$ cat src/rtl/byte_alu_pkg.sv
// Package: shared opcode encoding and status-bit positions for the byte ALU.
// Assumes the status byte layout I,T,H,S,V,N,Z,C from bit 7 down to bit 0.
package byte_alu_pkg;

    typedef enum logic [3:0] {
        OP_ADD = 4'd0,
        OP_ADC = 4'd1,
        OP_SUB = 4'd2,
        OP_SBC = 4'd3,
        OP_CMP = 4'd4,
        OP_CPC = 4'd5,
        OP_AND = 4'd6,
        OP_OR  = 4'd7,
        OP_XOR = 4'd8,
        OP_INC = 4'd9,
        OP_DEC = 4'd10,
        OP_LSL = 4'd11,
        OP_ROL = 4'd12,
        OP_LSR = 4'd13,
        OP_ROR = 4'd14,
        OP_ASR = 4'd15
    } alu_op_e;

    localparam int FLG_C = 0;
    localparam int FLG_Z = 1;
    localparam int FLG_N = 2;
    localparam int FLG_V = 3;
    localparam int FLG_S = 4;
    localparam int FLG_H = 5;
    localparam int FLG_T = 6;
    localparam int FLG_I = 7;

endpackage

$ cat src/rtl/alu_addsub.sv
// Module: add/subtract core shared by add, subtract, compare, increment and
// decrement. In subtract mode carry_in is a borrow-in and carry_o/half_o
// report borrows. Assumes WIDTH is even so the half point is WIDTH/2.
module alu_addsub #(
    parameter int WIDTH = 8
) (
    input  logic [WIDTH-1:0] a_i,
    input  logic [WIDTH-1:0] b_i,
    input  logic             carry_in,
    input  logic             subtract,
    output logic [WIDTH-1:0] sum_o,
    output logic             carry_o,
    output logic             half_o,
    output logic             ovf_o
);
    localparam int HALF = WIDTH / 2;

    logic [WIDTH-1:0] b_eff;
    logic             c_eff;
    logic [WIDTH:0]   full;
    logic [HALF:0]    low;

    // Invert the subtrahend and the borrow so one adder serves both modes.
    always_comb begin
        b_eff   = subtract ? ~b_i : b_i;
        c_eff   = subtract ? ~carry_in : carry_in;
        full    = {1'b0, a_i} + {1'b0, b_eff} + {{WIDTH{1'b0}}, c_eff};
        low     = {1'b0, a_i[HALF-1:0]} + {1'b0, b_eff[HALF-1:0]} + {{HALF{1'b0}}, c_eff};
        sum_o   = full[WIDTH-1:0];
        carry_o = full[WIDTH] ^ subtract;
        half_o  = low[HALF] ^ subtract;
        ovf_o   = (a_i[WIDTH-1] == b_eff[WIDTH-1]) && (full[WIDTH-1] != a_i[WIDTH-1]);
    end

endmodule

$ cat src/rtl/alu_shift.sv
// Module: single-position shifter and rotator. Left variants fill bit 0 with
// zero or the carry; right variants fill the top bit with zero, the carry or
// the old top bit. Assumes only shift opcodes are meaningful here.
module alu_shift #(
    parameter int WIDTH = 8
) (
    input  logic [WIDTH-1:0] a_i,
    input  logic             carry_in,
    input  logic [3:0]       op_i,
    output logic [WIDTH-1:0] res_o,
    output logic             carry_o
);
    import byte_alu_pkg::*;

    // Pick the shift direction and the bit shifted in.
    always_comb begin
        unique case (alu_op_e'(op_i))
            OP_LSL:  begin res_o = {a_i[WIDTH-2:0], 1'b0};          carry_o = a_i[WIDTH-1]; end
            OP_ROL:  begin res_o = {a_i[WIDTH-2:0], carry_in};      carry_o = a_i[WIDTH-1]; end
            OP_LSR:  begin res_o = {1'b0, a_i[WIDTH-1:1]};          carry_o = a_i[0]; end
            OP_ROR:  begin res_o = {carry_in, a_i[WIDTH-1:1]};      carry_o = a_i[0]; end
            OP_ASR:  begin res_o = {a_i[WIDTH-1], a_i[WIDTH-1:1]};  carry_o = a_i[0]; end
            default: begin res_o = a_i;                             carry_o = carry_in; end
        endcase
    end

endmodule

$ cat src/rtl/alu_logic.sv
// Module: bitwise AND/OR/XOR unit. Assumes only logic opcodes are meaningful.
module alu_logic #(
    parameter int WIDTH = 8
) (
    input  logic [WIDTH-1:0] a_i,
    input  logic [WIDTH-1:0] b_i,
    input  logic [3:0]       op_i,
    output logic [WIDTH-1:0] res_o
);
    import byte_alu_pkg::*;

    // Select the bitwise function.
    always_comb begin
        unique case (alu_op_e'(op_i))
            OP_AND:  res_o = a_i & b_i;
            OP_OR:   res_o = a_i | b_i;
            OP_XOR:  res_o = a_i ^ b_i;
            default: res_o = a_i;
        endcase
    end

endmodule

$ cat src/rtl/byte_alu.sv
// Module: top of the combinational byte ALU. Routes the opcode to the
// add/subtract, shift or logic unit and assembles the next status byte.
// Subtract-with-carry and compare-with-carry only ever clear Z, so bytes
// chain into wider operations. Assumes the caller latches flags_o.
module byte_alu #(
    parameter int WIDTH = 8
) (
    input  logic [3:0]       op_i,
    input  logic [WIDTH-1:0] a_i,
    input  logic [WIDTH-1:0] b_i,
    input  logic [7:0]       flags_i,
    output logic [WIDTH-1:0] result_o,
    output logic             wr_en_o,
    output logic [7:0]       flags_o
);
    import byte_alu_pkg::*;

    localparam int HALF = WIDTH / 2;
    localparam int MSB  = WIDTH - 1;

    alu_op_e          op;
    logic [WIDTH-1:0] as_b;
    logic             as_cin;
    logic             as_sub;
    logic [WIDTH-1:0] as_sum;
    logic             as_c;
    logic             as_h;
    logic             as_v;
    logic [WIDTH-1:0] sh_res;
    logic             sh_c;
    logic [WIDTH-1:0] lg_res;
    logic             n_f;
    logic             v_f;
    logic             z_f;
    logic             c_f;
    logic             h_f;
    logic             flags_unused;

    assign op           = alu_op_e'(op_i);
    assign flags_unused = ^flags_i[FLG_S:FLG_N];

    // Choose the adder's second operand, carry-in and direction per opcode.
    always_comb begin
        as_b   = b_i;
        as_cin = 1'b0;
        as_sub = 1'b0;
        unique case (op)
            OP_ADC:                 as_cin = flags_i[FLG_C];
            OP_SUB, OP_CMP:         as_sub = 1'b1;
            OP_SBC, OP_CPC: begin   as_sub = 1'b1; as_cin = flags_i[FLG_C]; end
            OP_INC: begin           as_b = '0; as_cin = 1'b1; end
            OP_DEC: begin           as_b = '0; as_cin = 1'b1; as_sub = 1'b1; end
            default: ;
        endcase
    end

    alu_addsub #(.WIDTH(WIDTH)) u_addsub (
        .a_i      (a_i),
        .b_i      (as_b),
        .carry_in (as_cin),
        .subtract (as_sub),
        .sum_o    (as_sum),
        .carry_o  (as_c),
        .half_o   (as_h),
        .ovf_o    (as_v)
    );

    alu_shift #(.WIDTH(WIDTH)) u_shift (
        .a_i      (a_i),
        .carry_in (flags_i[FLG_C]),
        .op_i     (op_i),
        .res_o    (sh_res),
        .carry_o  (sh_c)
    );

    alu_logic #(.WIDTH(WIDTH)) u_logic (
        .a_i   (a_i),
        .b_i   (b_i),
        .op_i  (op_i),
        .res_o (lg_res)
    );

    // Select the result, write-enable and the C/H/V sources per opcode class.
    always_comb begin
        result_o = as_sum;
        wr_en_o  = 1'b1;
        c_f      = as_c;
        h_f      = as_h;
        v_f      = as_v;
        unique case (op)
            OP_ADD, OP_ADC, OP_SUB, OP_SBC: ;
            OP_CMP, OP_CPC: wr_en_o = 1'b0;
            OP_AND, OP_OR, OP_XOR: begin
                result_o = lg_res;
                c_f      = flags_i[FLG_C];
                h_f      = flags_i[FLG_H];
                v_f      = 1'b0;
            end
            OP_INC, OP_DEC: begin
                c_f = flags_i[FLG_C];
                h_f = flags_i[FLG_H];
            end
            OP_LSL, OP_ROL: begin
                result_o = sh_res;
                c_f      = sh_c;
                h_f      = a_i[HALF-1];
                v_f      = sh_res[MSB] ^ sh_c;
            end
            default: begin
                result_o = sh_res;
                c_f      = sh_c;
                h_f      = flags_i[FLG_H];
                v_f      = sh_res[MSB] ^ sh_c;
            end
        endcase
    end

    // Derive N and Z, with Z only cleared by the carry-chaining subtracts.
    always_comb begin
        n_f = result_o[MSB];
        if (op == OP_SBC || op == OP_CPC)
            z_f = (result_o == '0) && flags_i[FLG_Z];
        else
            z_f = (result_o == '0);
    end

    // Pack the next status byte; I and T are passed through.
    always_comb begin
        flags_o        = flags_i;
        flags_o[FLG_H] = h_f;
        flags_o[FLG_S] = n_f ^ v_f;
        flags_o[FLG_V] = v_f;
        flags_o[FLG_N] = n_f;
        flags_o[FLG_Z] = z_f;
        flags_o[FLG_C] = c_f;
    end

endmodule

$ cat config.mk
export PLATFORM = sky130hd
export DESIGN_NAME = byte_alu
export DESIGN_NICKNAME = d
export VERILOG_FILES = /design/src/rtl/byte_alu_pkg.sv /design/src/rtl/alu_addsub.sv /design/src/rtl/alu_shift.sv /design/src/rtl/alu_logic.sv /design/src/rtl/byte_alu.sv
export SDC_FILE = /design/constraint.sdc
export NUM_CORES = 1
export LEC_CHECK = 0
export ABC_CLOCK_PERIOD_IN_PS = 12200
export BUFFER_PORTS_ARGS = -buffer_cell sky130_fd_sc_hd__buf_4
export CAP_MARGIN = 10
export CORE_MARGIN = 2
export CORE_UTILIZATION = 45
export DETAILED_ROUTE_END_ITERATION = 8
export PLACE_DENSITY = 0.68
export SLEW_MARGIN = 25
export SYNTH_ARGS = -nofsm -noshare
export SYNTH_HDL_FRONTEND = slang
export SYNTH_SLANG_ARGS = --single-unit
$ cat constraint.sdc
create_clock -name vclk -period 12.2
set_clock_uncertainty 0.05 [all_clocks]
set_input_delay 2.44 -clock vclk [all_inputs]
set_output_delay 2.44 -clock vclk [all_outputs]
set_load 0.01 [all_outputs]
# ---- Yosys cells after proc, flatten, opt, wreduce, memory -nomap -nowiden
# Cells that the tools add are included.
dict set report op_classes {
  muxes 14
  reduce_logical 15
  n_bitwise 9
  n_eq_ne 17
  add_sub_neg 4
}
# operator n
set op_table {}
lappend op_table {{$pmux 8 s5} 1}
lappend op_table {{$eq 4x4->1 const B} 8}
lappend op_table {{$pmux 8 s3} 1}
lappend op_table {{$eq 4x3->1 const B} 4}
lappend op_table {{$mux 8} 2}
lappend op_table {{$pmux 8 s2} 1}
lappend op_table {{$pmux 1 s2} 5}
lappend op_table {{$reduce_or 5->1} 2}
lappend op_table {{$add 8x8->9} 1}
lappend op_table {{$add 9x1->9} 1}
lappend op_table {{$reduce_or 3->1} 3}
lappend op_table {{$and 8x8->8} 1}
lappend op_table {{$eq 4x2->1 const B} 2}
lappend op_table {{$logic_not 8->1} 1}
lappend op_table {{$not 8->8} 1}
lappend op_table {{$or 8x8->8} 1}
lappend op_table {{$reduce_or 8->1} 1}
lappend op_table {{$xor 8x8->8} 1}
lappend op_table {{$reduce_or 2->1} 3}
lappend op_table {{$reduce_or 6->1} 1}
lappend op_table {{$add 4x4->5} 1}
lappend op_table {{$add 5x1->5} 1}
lappend op_table {{$eq 4x1->1 const B} 1}
lappend op_table {{$logic_not 4->1} 1}
lappend op_table {{other kinds (7)} 14}
dict set report word_totals {
  wordCells 59
  regBits 0
  out_inout_bits 17
}

# ---- Longest topological paths before layout
dict set report logic_depth {
  depth_word 11
  mapped_depth 17
  mapped_depth_nobuf 14
}

# ---- Modules after synthesis
# A second synthesis with hierarchy kept.
dict set report unflattened {
  hier_cells 290
  area_unflattened_um2 2062.0
}
# module instances area_per_inst_um2 seq_area_each_um2 cells_per_inst
set by_module_without_submodules {}
lappend by_module_without_submodules {byte_alu 1 788.3 0.0 120}
lappend by_module_without_submodules {alu_logic 1 524.3 0.0 70}
lappend by_module_without_submodules {alu_addsub 1 424.2 0.0 50}
lappend by_module_without_submodules {alu_shift 1 325.3 0.0 50}

# ---- Least setup slack after synthesis
# Ideal clock, no wire load.
dict set report synth_path {
  path_type {input to output}
  start {input op_i[1]}
  end {output flags_o[1]}
  required_ns 9.710
  arrival_time_ns 5.543
  setup_slack_ns 4.167
  stages 16
  path_buffers 5
  cell_sequence {buf_2 > buf_4 > buf_2 > clkbuf_1 > o21ai_0 > a21oi_1 > fa_1 > inv_1 > fa_1 > nand2b_1 > a21oi_2 > xnor2_1 > a2111o_1 > nor3_1 > and4b_1 > buf_4}
}
dict set report synth_between {
  elab_chain_len 11
}
# item line
set synth_rtl {}
lappend synth_rtl {{start: declaration} byte_alu.sv:8} ;# input logic [3:0] op_i,
lappend synth_rtl {{$eq 4x4->1} {byte_alu.sv:47, byte_alu.sv:90}}
lappend synth_rtl {{$reduce_or 2->1 (no source line)} --}
lappend synth_rtl {{$mux 8} byte_alu.sv:47} ;# unique case (op)
lappend synth_rtl {{$not 8->8} alu_addsub.sv:25} ;# b_eff = subtract ? ~b_i : b_i;
lappend synth_rtl {{$mux 8} alu_addsub.sv:25}
lappend synth_rtl {{$add 8x8->9} alu_addsub.sv:27} ;# full = {1'b0, a_i} + {1'b0, b_eff} + {{WIDTH{1'b0}}, c_eff};
lappend synth_rtl {{$add 9x1->9} alu_addsub.sv:27}
lappend synth_rtl {{$pmux 8 s2 (*)} byte_alu.sv:90} ;# unique case (op)
lappend synth_rtl {{via result_o[4]} byte_alu.sv:12} ;# output logic [WIDTH-1:0] result_o,
lappend synth_rtl {{$logic_not 8->1 (*)} {byte_alu.sv:122, byte_alu.sv:124}}
lappend synth_rtl {{$logic_and 1x1->1} byte_alu.sv:122} ;# z_f = (result_o == '0) && flags_i[FLG_Z];
lappend synth_rtl {{$mux 1 (*)} byte_alu.sv:121} ;# if (op == OP_SBC || op == OP_CPC)
lappend synth_rtl {{end: declaration} byte_alu.sv:14} ;# output logic [7:0] flags_o
# The timed path passes the listed nets; every way through them passes the cells marked *.

# ---- Worst setup path after layout
dict set report layout_path {
  start {input op_i[1]}
  end {output flags_o[1]}
}
dict set report layout_between {
  elab_chain_len 11
}
# item line
set layout_rtl {}
lappend layout_rtl {{$eq 4x4->1} {byte_alu.sv:47, byte_alu.sv:90}}
lappend layout_rtl {{$reduce_or 2->1 (no source line)} --}
lappend layout_rtl {{$mux 8} byte_alu.sv:47}
lappend layout_rtl {{$not 8->8} alu_addsub.sv:25}
lappend layout_rtl {{$mux 8} alu_addsub.sv:25}
lappend layout_rtl {{$add 8x8->9} alu_addsub.sv:27}
lappend layout_rtl {{$add 9x1->9} alu_addsub.sv:27}
lappend layout_rtl {{$pmux 8 s2} byte_alu.sv:90}
lappend layout_rtl {{$logic_not 8->1} {byte_alu.sv:122, byte_alu.sv:124}}
lappend layout_rtl {{$logic_and 1x1->1} byte_alu.sv:122}
lappend layout_rtl {{$mux 1 (*)} byte_alu.sv:121}
# Every way passes the cells marked *; elsewhere a longest branch is shown, timed or not.

==> metrics <==
outcome=finished, final reports clean; Core Footprint=between 3000 and 4000 um2; GRT Total Usage=a little under a quarter; dominant cells by area after synthesis=ha_1, a21oi_1, nand2_1; Post-CTS Setup Inserts=0; antenna violations before repair=0; met2 routed WL=roughly 2500 um; post-synth cell types=64; layout cells sized above 1=19.2%; first-pass GRT wire length=8540 um; xor/xnor cell area share of the yosys netlist=under 10%; total grt overflow=0; Sequential Area=0 um2; Slew HR=approximately 30%; HPWL Detailed=just under 4000 um; DRT met1 WL=2510 um; share of synthesized cell area in full adder, half adder and majority cells=17.7%; sequential area share after synthesis=0%; # rows=23; critical path class=input port to primary output; Critical Path RT=slightly below 10,000 ps; Critical Path Fanout Max=41; Seq Cell Count=0; minimum clock period after layout=8690 ps; syn_nets=roughly 330; drt drc=0; post-synthesis simple-gate area fraction=21.9%; PwrDens=59.0 nW/um2; Die Area=~4700 um2; Initial Util=a little under half; via count=roughly 2,000; met3 wire length=between 300 and 400 um; synthesized area=about 1900 um2; drt total wl=about 5400 um; # resized after CTS=0; RSZ-0062 raised after global routing=false; drt wl/cell=about 16 um; Finish-stage setup viols=0; post-route total power=121 uW; Least-Margin Pin Slew=between 1000 and 1500 ps; Max Used Layer=met4; CP startpoint kind=input port; IO buf count=38; Cells after Synth=between 200 and 300; cts hold-fix bufs=0; maxcap violations=0; Yosys top cell area share=~16%; Post-synth top cells=nand2_1, inv_1, ha_1; Tcrit/Tclk final=about 70%; Compound-Gate Fraction of Synth Area=around 40%; class of the worst hold path=input port to primary output; # nets final=approximately 340; router iterations before antenna repair=4; ant diodes=0; Fin. Hold Viols=0; Avg Cell Area, Syn=about 6.8 um2; largest family of logic cells by synthesized area=compound AO/OA/AOI/OAI gates; vias in the first global route=approximately 1,700; Die X=68.2 um; Syn. warnings=0; mux contribution to synthesized area=around 2.2%; fmax=about 120 MHz; DR iter-0 viols=between 200 and 250; Critical Path Sink Type=primary output; leading area contributor after synthesis=ha_1; Final Max Slew Viols=0; Chip Height=68.2 um; largest net degree at the start of global routing=42; worst IR drop on VDD=around 0.000022 V; io pins=45; GPL Wtd Cong=between 0.9 and 1; most frequent cell after synthesis=nand2_1; Synth-to-Final Area Change=10.9%; crit path DAT=~6200 ps; vias per inst=6.10; Leak=~0.00096 uW; post-route setup TNS=0 ps; clock buf count=0; Final ANT Viol Nets=0
## metrics by stage
step                      instance area (um2)  std cells  setup slack [ps]  hold WS (ps)  utilization [%]
after detailed placement                 2060        337              3490          4830             51.8
final                                    2060        337              3510          4830             51.8
after global routing                     2060        337              3160          4830             51.8
after floorplan                          1860        274              4170          4920                -
after CTS                                2060        337              3500          4830             51.8
after global placement                   2060        337              3530          4830             51.8
## worst max-delay path: stages
cell and delay (ps):
buf_4 350, xor2_2 650, o21ai_0 160, a21oi_1 200
fa_1 250, inv_1 70, fa_1 390, nand2b_1 190
a21oi_2 280, xnor2_1 100, a2111o_1 450, nor3_1 290
and4b_1 240, buf_4 120
## path summary, 6_finish.rpt
kind	start	endpoint	slack, ps	cells after the start
setup / recovery	op_i[1]	flags_o[1]	3510	14
hold / removal	flags_i[7]	flags_o[7]	4830	0
## placed cells by master, fill, tap and decap left out, drive strengths merged, types with 3 or more instances in the layout
cell type,synthesis,layout
a211o,3,3
a21oi,23,23
a22o,5,5
a22oi,15,15
a31oi,3,3
buf,18,38
ha,23,23
inv,25,25
mux2i,4,4
nand2,30,30
nand2b,5,5
nand3,11,11
nor2,18,18
nor2b,3,3
o211ai,5,5
o21ai,21,21
o221a,3,3
o22ai,7,7
xnor2,5,5
xor2,3,3
## report_power, final
part,switching (uW),internal [uW]
clock,0,0
combinational,67.3,54.1
sequential,0,0
## final cells by class
type / instances / area (um2)
well taps: 50 / 62.6
inverters: 25 / 93.8
repair buffers: 38 / 285
multi-input cells: 224 / 1620
fillers: 443 / 1910
## routing by layer
metal | global-route usage [%] | up-vias
met5 | 0 | -
met4 | 2.00 | 0
met3 | 0 | 6
met2 | 39.4 | 60
met1 | 35.0 | 954
li1 | - | 1036
## cells by family (layout without fill, tap and decap cells)
group / count (synthesis) / after routing
AOI/OAI and AO/OA: 106 / 106
and+or+nand+nor: 81 / 81
buffers and inverters: 50 / 63
adders and majority gates: 25 / 25
xor gates and xnor gates: 8 / 8
muxes: 4 / 4
No activity file was read; power rests on OpenSTA's default activity.
